**config.mk**
```make
export PLATFORM = sky130hd
export DESIGN_NAME = asram_ctrl
export DESIGN_NICKNAME = d
export VERILOG_FILES = /design/src/rtl/asram_pkg.sv /design/src/rtl/asram_timer.sv /design/src/rtl/asram_datapath.sv /design/src/rtl/asram_seq.sv /design/src/rtl/asram_ctrl.sv
export SDC_FILE = /design/constraint.sdc
export NUM_CORES = 1
export LEC_CHECK = 0
export BUFFER_PORTS_ARGS = -buffer_cell sky130_fd_sc_hd__buf_2
export CAP_MARGIN = 0
export CORE_MARGIN = 5
export CORE_UTILIZATION = 49
export DETAILED_ROUTE_END_ITERATION = 12
export HOLD_SLACK_MARGIN = 0.08
export PLACE_DENSITY = 0.83
export REMOVE_ABC_BUFFERS = 1
export SLEW_MARGIN = 10
export SYNTH_ARGS = -nofsm -noshare
export SYNTH_HDL_FRONTEND = slang
export SYNTH_HIERARCHICAL = 1
export SYNTH_SLANG_ARGS = --single-unit
```
**constraint.sdc**
```tcl
create_clock -name clk -period 4.6 [get_ports clk]
set_clock_uncertainty 0.1 [all_clocks]
set_input_delay 0.23 -clock clk [delete_from_list [all_inputs] [get_ports clk]]
set_output_delay 0.23 -clock clk [all_outputs]
set_load 0.02 [all_outputs]
```
**src/rtl/asram_pkg.sv**
```systemverilog
// Shared types and elaboration-time helpers for the SRAM access sequencer.
// Assumes all timing values are non-negative integers in nanoseconds.
package asram_pkg;

    typedef enum logic [2:0] {
        ST_IDLE,
        ST_RACC,
        ST_TURN,
        ST_WSET,
        ST_WPUL,
        ST_WREC
    } seq_state_t;

    // Clocks needed to cover t_ns at per_ns per clock, never below one.
    function automatic int unsigned ns_to_cyc(int unsigned t_ns, int unsigned per_ns);
        int unsigned c;
        c = (t_ns + per_ns - 1) / per_ns;
        return (c == 0) ? 1 : c;
    endfunction

    function automatic int unsigned umax(int unsigned a, int unsigned b);
        return (a > b) ? a : b;
    endfunction

endpackage

```
**src/rtl/asram_timer.sv**
```systemverilog
// Phase down-counter. Loading N-1 makes the zero flag rise after N-1 more
// clocks, so a phase entered with a load lasts exactly N clocks.
// Assumes load_val fits CNT_W bits.
module asram_timer #(
    parameter int CNT_W = 2
) (
    input  logic             clk,
    input  logic             rst_n,
    input  logic             load,
    input  logic [CNT_W-1:0] load_val,
    output logic             zero
);
    logic [CNT_W-1:0] cnt;

    // Load on phase entry, otherwise count down and stop at zero.
    always_ff @(posedge clk) begin
        if (!rst_n)
            cnt <= '0;
        else if (load)
            cnt <= load_val;
        else if (cnt != '0)
            cnt <= cnt - 1'b1;
    end

    assign zero = (cnt == '0);
endmodule

```
**src/rtl/asram_datapath.sv**
```systemverilog
// Address, write-data and read-capture registers. The address and outbound
// data are latched when a request is taken and held until the next one.
// Inbound data is captured on the edge that closes the read access phase.
module asram_datapath #(
    parameter int ADDR_W = 15,
    parameter int DATA_W = 8
) (
    input  logic              clk,
    input  logic              rst_n,
    input  logic              accept,
    input  logic              capture,
    input  logic [ADDR_W-1:0] req_addr,
    input  logic [DATA_W-1:0] req_wdata,
    input  logic [DATA_W-1:0] mem_dq_in,
    output logic [ADDR_W-1:0] mem_addr,
    output logic [DATA_W-1:0] mem_dq_out,
    output logic [DATA_W-1:0] rdata
);
    // Latch the request address and data when a request is taken.
    always_ff @(posedge clk) begin
        if (!rst_n) begin
            mem_addr   <= '0;
            mem_dq_out <= '0;
        end else if (accept) begin
            mem_addr   <= req_addr;
            mem_dq_out <= req_wdata;
        end
    end

    // Capture the memory byte at the end of a read access.
    always_ff @(posedge clk) begin
        if (!rst_n)
            rdata <= '0;
        else if (capture)
            rdata <= mem_dq_in;
    end
endmodule

```
**src/rtl/asram_seq.sv**
```systemverilog
// Access sequencer: walks read and write phases and drives the registered
// memory strobes. Phase lengths arrive as clock counts of at least one.
// Assumes WP_CYC >= 2 so the data drivers overlap the strobe by a clock.
module asram_seq
    import asram_pkg::*;
#(
    parameter int          CNT_W   = 2,
    parameter int unsigned RD_CYC  = 2,
    parameter int unsigned AS_CYC  = 1,
    parameter int unsigned WP_CYC  = 2,
    parameter int unsigned WR_CYC  = 1,
    parameter int unsigned OHZ_CYC = 1
) (
    input  logic             clk,
    input  logic             rst_n,
    input  logic             req,
    input  logic             req_we,
    input  logic             tmr_zero,
    output logic             tmr_load,
    output logic [CNT_W-1:0] tmr_val,
    output logic             accept,
    output logic             capture,
    output logic             busy,
    output logic             done,
    output logic             mem_cs_n,
    output logic             mem_we_n,
    output logic             mem_oe_n,
    output logic             mem_dq_oe
);
    localparam logic [CNT_W-1:0] RD_LD  = CNT_W'(RD_CYC - 1);
    localparam logic [CNT_W-1:0] AS_LD  = CNT_W'(AS_CYC - 1);
    localparam logic [CNT_W-1:0] WP_LD  = CNT_W'(WP_CYC - 1);
    localparam logic [CNT_W-1:0] WR_LD  = CNT_W'(WR_CYC - 1);
    localparam logic [CNT_W-1:0] OHZ_LD = CNT_W'(OHZ_CYC - 1);

    seq_state_t state;

    // Decide timer loads, request acceptance and read capture for this clock.
    always_comb begin
        accept   = 1'b0;
        capture  = 1'b0;
        tmr_load = 1'b0;
        tmr_val  = '0;
        unique case (state)
            ST_IDLE: if (req) begin
                accept   = 1'b1;
                tmr_load = 1'b1;
                tmr_val  = req_we ? AS_LD : RD_LD;
            end
            ST_RACC: if (tmr_zero) begin
                capture  = 1'b1;
                tmr_load = 1'b1;
                tmr_val  = OHZ_LD;
            end
            ST_WSET: if (tmr_zero) begin
                tmr_load = 1'b1;
                tmr_val  = WP_LD;
            end
            ST_WPUL: if (tmr_zero) begin
                tmr_load = 1'b1;
                tmr_val  = WR_LD;
            end
            default: ;
        endcase
    end

    // Advance the phase and update the registered memory strobes.
    always_ff @(posedge clk) begin
        if (!rst_n) begin
            state     <= ST_IDLE;
            mem_cs_n  <= 1'b1;
            mem_we_n  <= 1'b1;
            mem_oe_n  <= 1'b1;
            mem_dq_oe <= 1'b0;
            done      <= 1'b0;
        end else begin
            done <= 1'b0;
            unique case (state)
                ST_IDLE: if (req) begin
                    mem_cs_n <= 1'b0;
                    if (req_we) begin
                        state <= ST_WSET;
                    end else begin
                        mem_oe_n <= 1'b0;
                        state    <= ST_RACC;
                    end
                end
                ST_RACC: if (tmr_zero) begin
                    mem_cs_n <= 1'b1;
                    mem_oe_n <= 1'b1;
                    done     <= 1'b1;
                    state    <= ST_TURN;
                end
                ST_TURN: if (tmr_zero) begin
                    state <= ST_IDLE;
                end
                ST_WSET: if (tmr_zero) begin
                    mem_we_n <= 1'b0;
                    state    <= ST_WPUL;
                end
                ST_WPUL: begin
                    mem_dq_oe <= 1'b1;
                    if (tmr_zero) begin
                        mem_we_n <= 1'b1;
                        state    <= ST_WREC;
                    end
                end
                ST_WREC: if (tmr_zero) begin
                    mem_dq_oe <= 1'b0;
                    mem_cs_n  <= 1'b1;
                    done      <= 1'b1;
                    state     <= ST_IDLE;
                end
                default: state <= ST_IDLE;
            endcase
        end
    end

    assign busy = (state != ST_IDLE);
endmodule

```
**src/rtl/asram_ctrl.sv**
```systemverilog
// Top of the SRAM access sequencer. Converts nanosecond timing parameters
// into phase clock counts and wires the sequencer, timer and datapath.
// Assumes one access at a time and a memory with output enable ignored
// during writes.
module asram_ctrl
    import asram_pkg::*;
#(
    parameter int ADDR_W    = 15,
    parameter int DATA_W    = 8,
    parameter int CLK_NS    = 10,
    parameter int T_RC_NS   = 15,
    parameter int T_AA_NS   = 15,
    parameter int T_ACS_NS  = 15,
    parameter int T_OE_NS   = 8,
    parameter int T_WP_NS   = 12,
    parameter int T_AW_NS   = 12,
    parameter int T_AS_NS   = 0,
    parameter int T_WR_NS   = 0,
    parameter int T_DW_NS   = 8,
    parameter int T_OHZ_NS  = 8
) (
    input  logic              clk,
    input  logic              rst_n,
    input  logic              req,
    input  logic              req_we,
    input  logic [ADDR_W-1:0] req_addr,
    input  logic [DATA_W-1:0] req_wdata,
    output logic              done,
    output logic              busy,
    output logic [DATA_W-1:0] rdata,
    output logic              mem_cs_n,
    output logic              mem_we_n,
    output logic              mem_oe_n,
    output logic [ADDR_W-1:0] mem_addr,
    output logic [DATA_W-1:0] mem_dq_out,
    input  logic [DATA_W-1:0] mem_dq_in,
    output logic              mem_dq_oe
);
    localparam int unsigned RD_CYC = umax(umax(ns_to_cyc(T_RC_NS, CLK_NS), ns_to_cyc(T_AA_NS, CLK_NS)),
                                          umax(ns_to_cyc(T_ACS_NS, CLK_NS), ns_to_cyc(T_OE_NS, CLK_NS)));
    localparam int unsigned AS_CYC  = ns_to_cyc(T_AS_NS, CLK_NS);
    localparam int unsigned AW_CYC  = ns_to_cyc(T_AW_NS, CLK_NS);
    localparam int unsigned AW_REM  = (AW_CYC > AS_CYC) ? AW_CYC - AS_CYC : 1;
    localparam int unsigned WP_CYC  = umax(umax(ns_to_cyc(T_WP_NS, CLK_NS), ns_to_cyc(T_DW_NS, CLK_NS) + 1),
                                           AW_REM);
    localparam int unsigned WR_CYC  = ns_to_cyc(T_WR_NS, CLK_NS);
    localparam int unsigned OHZ_CYC = ns_to_cyc(T_OHZ_NS, CLK_NS);
    localparam int unsigned MAX_CYC = umax(umax(RD_CYC, AS_CYC), umax(umax(WP_CYC, WR_CYC), OHZ_CYC));
    localparam int          CNT_W   = (MAX_CYC > 1) ? $clog2(MAX_CYC) : 1;

    logic             tmr_load;
    logic [CNT_W-1:0] tmr_val;
    logic             tmr_zero;
    logic             accept;
    logic             capture;

    asram_seq #(
        .CNT_W   (CNT_W),
        .RD_CYC  (RD_CYC),
        .AS_CYC  (AS_CYC),
        .WP_CYC  (WP_CYC),
        .WR_CYC  (WR_CYC),
        .OHZ_CYC (OHZ_CYC)
    ) i_seq (
        .clk       (clk),
        .rst_n     (rst_n),
        .req       (req),
        .req_we    (req_we),
        .tmr_zero  (tmr_zero),
        .tmr_load  (tmr_load),
        .tmr_val   (tmr_val),
        .accept    (accept),
        .capture   (capture),
        .busy      (busy),
        .done      (done),
        .mem_cs_n  (mem_cs_n),
        .mem_we_n  (mem_we_n),
        .mem_oe_n  (mem_oe_n),
        .mem_dq_oe (mem_dq_oe)
    );

    asram_timer #(.CNT_W(CNT_W)) i_timer (
        .clk      (clk),
        .rst_n    (rst_n),
        .load     (tmr_load),
        .load_val (tmr_val),
        .zero     (tmr_zero)
    );

    asram_datapath #(.ADDR_W(ADDR_W), .DATA_W(DATA_W)) i_dp (
        .clk        (clk),
        .rst_n      (rst_n),
        .accept     (accept),
        .capture    (capture),
        .req_addr   (req_addr),
        .req_wdata  (req_wdata),
        .mem_dq_in  (mem_dq_in),
        .mem_addr   (mem_addr),
        .mem_dq_out (mem_dq_out),
        .rdata      (rdata)
    );
endmodule

```
; ---- After elaboration in Yosys (flattened, before gate mapping)
; Cells that the tools add are included.
[word_totals]
input_bits = 35
wordCells = 65
reg_bits = 40
[classes]
n_eq_ne = 13
reduce_logical = 15
n_addsub = 1
n_mux = 26
[ops]
columns = op, count
row1 = "2-bit != test, second input constant", 8
row2 = 3-bit two-way mux, 5
row3 = 3-bit case mux with 5 select lines, 1
row4 = 1-bit two-way mux, 13
row5 = 1-bit case mux with 2 select lines, 6
row6 = 2-bit nonzero test, 4
row7 = "3-bit by 2-bit == test with 1-bit output, second input constant", 2
row8 = "3-bit == test, second input constant", 2
row9 = 3-bit AND reduction, 2
row10 = 5-bit AND reduction, 1
row11 = 2-bit AND reduction, 2
row12 = 4-bit AND reduction, 1
row13 = 2-bit OR reduction, 2
row14 = "3-bit by 1-bit == test with 1-bit output, second input constant", 1
row15 = 3-bit zero test, 1
row16 = 3-bit nonzero test, 1
row17 = 3-bit OR reduction, 1
row18 = 2-bit two-way mux, 1
row19 = "1-bit subtractor, second input constant", 1

; ---- Logic depth before layout (Yosys ltp)
[logic_depth]
ltp_word = 4
mapped_depth = 6
ltp_nobuf = 5

; ---- Modules after synthesis
; Netlist, hierarchy kept.
[modules_own_cells]
columns = module, cells_per_inst, seq_area_each_um2, area_each_um2, n_inst
row1 = asram_datapath, 100, 620.6, 1194.9, 1
row2 = asram_seq, 45, 160.2, 381.6, 1
row3 = asram_timer, 3, 20.0, 30.0, 1

; ---- Worst setup path after synthesis
; OpenSTA, ideal clock, no wires.
[synth_path]
kind = flip-flop to flip-flop
start = reg i_seq.state[0]
end = reg i_dp.mem_addr[0]
path_stages_with_launch = 7
required_time_ns = 4.384
arrival_ns = 1.441
path_slack_ns = 2.943
setup_time_ns = 0.116
path_cell_list = dfxtp_1 > or4b_4 > inv_1 > buf_6 > buf_12 > mux2i_1 > nor2b_1
[synth_via]
elab_chain_len = 2
[synth_lines]
columns = element, line_no
row1 = from (decl), asram_seq.sv:36  ; seq_state_t state;
row2 = from (signal assigned), asram_seq.sv:70  ; state <= ST_IDLE;
row3 = from (signal assigned), asram_seq.sv:82  ; state <= ST_WSET;
row4 = from (signal assigned), asram_seq.sv:85  ; state <= ST_RACC;
row5 = 3-bit zero test, asram_seq.sv:44  ; unique case (state)
row6 = 1-bit two-way mux, asram_seq.sv:44
row7 = via accept, asram_ctrl.sv:54  ; logic accept;
row8 = to (signal assigned), asram_datapath.sv:25  ; mem_addr <= req_addr;
row9 = to (decl), asram_datapath.sv:15  ; output logic [ADDR_W-1:0] mem_addr,
; The timed path passes the listed nets, and every way through them passes these cells.
; A chain may end at the register's enable or synchronous reset.

; ---- Worst setup path in the final report
[layout_path]
start = reg i_seq.state[2]
end = reg i_dp.mem_dq_out[7]
[layout_via]
elab_chain_len = 2
[layout_lines]
columns = element, line_no
row1 = 3-bit zero test, asram_seq.sv:44
row2 = 1-bit two-way mux, asram_seq.sv:44
row3 = via accept, asram_ctrl.sv:54
row4 = to (signal assigned), asram_datapath.sv:26  ; mem_dq_out <= req_wdata;
row5 = to (decl), asram_datapath.sv:16  ; output logic [DATA_W-1:0] mem_dq_out,
; The timed path passes the listed nets, and every way through them passes these cells.

==> flow_metrics.env <==
export IMPL_run_status="completed"
export IMPL_finalHoldViolations=0
export IMPL_ios=72
export IMPL_final_cell_mix="buf_2 (71), dfxtp_1 (40), dlygate4sd3_1 (32), mux2i_1 (31), nor2b_1 (31)"
export IMPL_r2r_slack_ps=2100
export IMPL_synth_top_area_cell="dfxtp_1"
export IMPL_drive_gt1_share_pct=33.1
export IMPL_timing_final_crit_period_ps=2500
export IMPL_worstSetupStartpointType="flop"
export IMPL_vias=1413
export IMPL_cts_setup_buffers=0
export IMPL_reg2reg_to="i_dp/mem_dq_out[7]$_SDFFE_PN0P_"
export IMPL_seq_area_um2=801
export IMPL_io_buffers=71
export IMPL_synthDistinctLibCells=28
export IMPL_cp_top_family="buffers and inverters"
export IMPL_maxSlewViolCount=0
export IMPL_worstPathRequired_ps=4730
export IMPL_reg2reg_depth=4
export IMPL_cp_num_buf_inv=1
export IMPL_overflow=0
export IMPL_gp_congestion=0.735
export IMPL_multi_input_area_um2=706
export IMPL_setup_viol=0
export IMPL_dieArea_um2=4520
export IMPL_reg2reg_from="i_seq/state[2]$_SDFFE_PN0P_"
export IMPL_yosysTopAreaCellShare_pct=49.8
export IMPL_cp_end_kind="flop"
export IMPL_cts_tree="built"
export IMPL_min_delay_start="req"
export IMPL_period_share_pct=54.4
export IMPL_yosysSeqAreaShare_pct=49.8
export IMPL_fin_setup_tns_ps=0
export IMPL_syn_to_final_growth_pct=45.4
export IMPL_ys_warn_count=6
export IMPL_clkLatencyLatePin_ps=330
export IMPL_min_to="i_seq/state[1]$_SDFFE_PN0P_"
export IMPL_ys_ff_latch=40
export IMPL_crit_arrival_ps=2630
export IMPL_finalNetCount=285
export IMPL_critPathMaxStageDelay_ps=860
export IMPL_synth_area_leaders="dfxtp_1 (50%), mux2i_1 (19%), nor2b_1 (12%)"
export IMPL_tightest_slew_ps=1160
export IMPL_worst_path_max_delay_cell="inv_1"
export IMPL_grt_pass1_wl_um=6870
export IMPL_cap_violations=0
export IMPL_clock_sink_count=40
export IMPL_crit_fanout=23
export IMPL_path_class="reg2reg"
export IMPL_grt_pass1_vias=1445
export IMPL_postRouteAntennaNets=0
export IMPL_antenna_found_initial=0
export IMPL_initial_core_util_pct=51.8
export IMPL_via_per_inst=4.79
export IMPL_relSlewSlack_pct=22.6
export IMPL_clockBufferDepth=2
export IMPL_rsz0062_at_grt="false"
export IMPL_crit_chain="or4b_4 > inv_1 > mux2i_1 > nor2b_1"
export IMPL_die_w_um=67.3
export IMPL_grt_usage_pct=20.0
export IMPL_p_leak_uw=0.00107
export IMPL_drt_wl_total_um=4270
export IMPL_place_hpwl_um=2320
export IMPL_fin_util_pct=75.3
export IMPL_insertedDiodeCount=0
export IMPL_h_tree_depth=2
export IMPL_die_h_um=67.3
export IMPL_routedWlPerCell_um=14.5
export IMPL_clockRootBuffer="clkbuf_4"
export IMPL_syn_avg_cell_area_um2=10.9
export IMPL_vdd_drop_max_mv=0.224
export IMPL_synthesis_instances=148
export IMPL_row_count=20
export IMPL_numCtsBuffers=5
export IMPL_drt_first_pass_iters=4
export IMPL_clkTransAtPathRegs_ps=110
export IMPL_drc=0
export IMPL_hold_path_class="in2reg"
export IMPL_core_area_um2=3100
export IMPL_power_density_nw_per_um2=351
export IMPL_first_iter_violations=67
export IMPL_fill_cells=243
export IMPL_hold_depth=4
export IMPL_grt_max_degree=40
export IMPL_max_freq_mhz=400
export IMPL_synth_cell_area_um2=1610
export IMPL_layout_commonest_cell="buf_2"
[Yosys cell counts (all sizes together)]
| cell | instances |
|---|---|
| nor2 | 1 |
| or4b | 1 |
| inv | 4 |
| nand3 | 2 |
| and3 | 1 |
| o21ai | 3 |
| nor3 | 1 |
| buf | 6 |
| or3 | 1 |
| a211o | 1 |
| nor2b | 31 |
| mux2i | 31 |
| or2 | 1 |
| a21oi | 2 |
| o211ai | 1 |
| nor3b | 1 |
| a2111oi | 1 |
| dfxtp | 40 |
| a21boi | 3 |
| nand4 | 1 |
| a31oi | 1 |
| clkbuf | 3 |
| o21a | 1 |
| nand2 | 8 |
| nand3b | 2 |
[report_power, final]
group | switching [uW] | total, uW | internal (uW) | leakage (uW)
clock network | 110 | 224 | 114 | 0.0000422
logic | 104 | 200 | 95.7 | 0.000704
registers | 20.6 | 396 | 375 | 0.000328
[per-layer routing]
layer	wire [um]	track usage, %	vias up
li1	-	-	701
met1	1820	24.0	643
met2	1940	33.4	64
met3	472	7.82	5
met4	31	5.32	0
met5	0	0	-
[what timing repair did]
item / CTS / global route
gates resized for setup: 0 / 0
hold buffers: 32 / 0
hold endpoints to repair: 32 / 0
[flip-flops by register name (all words and copies together), names as in the netlist]
signal and count:
i_dp/mem_addr 15, i_seq/state 3, i_dp/mem_dq_out 8, i_seq/mem_oe_n 1, i_dp/rdata 8, i_seq/mem_cs_n 1, i_seq/done 1, i_seq/mem_dq_oe 1
i_seq/mem_we_n 1, i_timer/cnt 1
[layout make-up]
| cell class | count | share of cell area [%] |
|---|---|---|
| tap | 44 | 2.36 |
| timing repair buffer | 104 | 29.2 |
| clock inverter | 2 | 1.50 |
| clock buffer | 6 | 1.77 |
| multi-input combinational | 95 | 30.2 |
| sequential | 40 | 34.3 |
| inverter | 4 | 0.643 |
[logic make-up after synthesis]
family / Yosys count / synth area share, %
multiplexers: 31 / 19.3
flip-flops: 40 / 49.8
buffers and inverters: 13 / 6.23
AO/OA/AOI/OAI: 13 / 5.61
AND/OR/NAND/NOR: 51 / 19.0
[worst max-delay path by stage]
stage / startpoint / endpoint / slack (ps) / depth (start not counted)
6_report: i_seq/state[2]$_SDFFE_PN0P_ / i_dp/mem_dq_out[7]$_SDFFE_PN0P_ / 2100 / 4
5_1_grt: i_seq/state[2]$_SDFFE_PN0P_ / i_dp/mem_addr[6]$_SDFFE_PN0P_ / 1960 / 4
4_1_cts: i_seq/state[2]$_SDFFE_PN0P_ / i_dp/mem_dq_out[5]$_SDFFE_PN0P_ / 2130 / 4
3_5_place_dp: i_seq/state[2]$_SDFFE_PN0P_ / i_dp/mem_dq_out[5]$_SDFFE_PN0P_ / 2140 / 4
3_3_place_gp: i_seq/state[2]$_SDFFE_PN0P_ / i_dp/mem_addr[14]$_SDFFE_PN0P_ / 2190 / 4
2_1_floorplan: i_seq/state[2]$_SDFFE_PN0P_ / i_dp/mem_addr[0]$_SDFFE_PN0P_ / 2450 / 4
[per-stage QoR]
stage          setup WS, ps  total power (uW)  hold slack (ps)  area (um^2)  std cells
2_1_floorplan          2450               515              204         1520        139
3_3_place_gp           2190               574              368         1940        255
3_5_place_dp           2140               577              375         1940        255
4_1_cts                2130               822              150         2340        295
5_1_grt                1960               865              186         2340        295
6_report               2100               820              174         2340        295
[worst reg2reg max path: cells and delay by family, from the launching register on]
family	cells	cell delay [ps]
buffers and inverters	1	860
and+or+nand+nor	2	680
DFF	1	440
muxes	1	320
No activity file was read; power rests on OpenSTA's default activity.
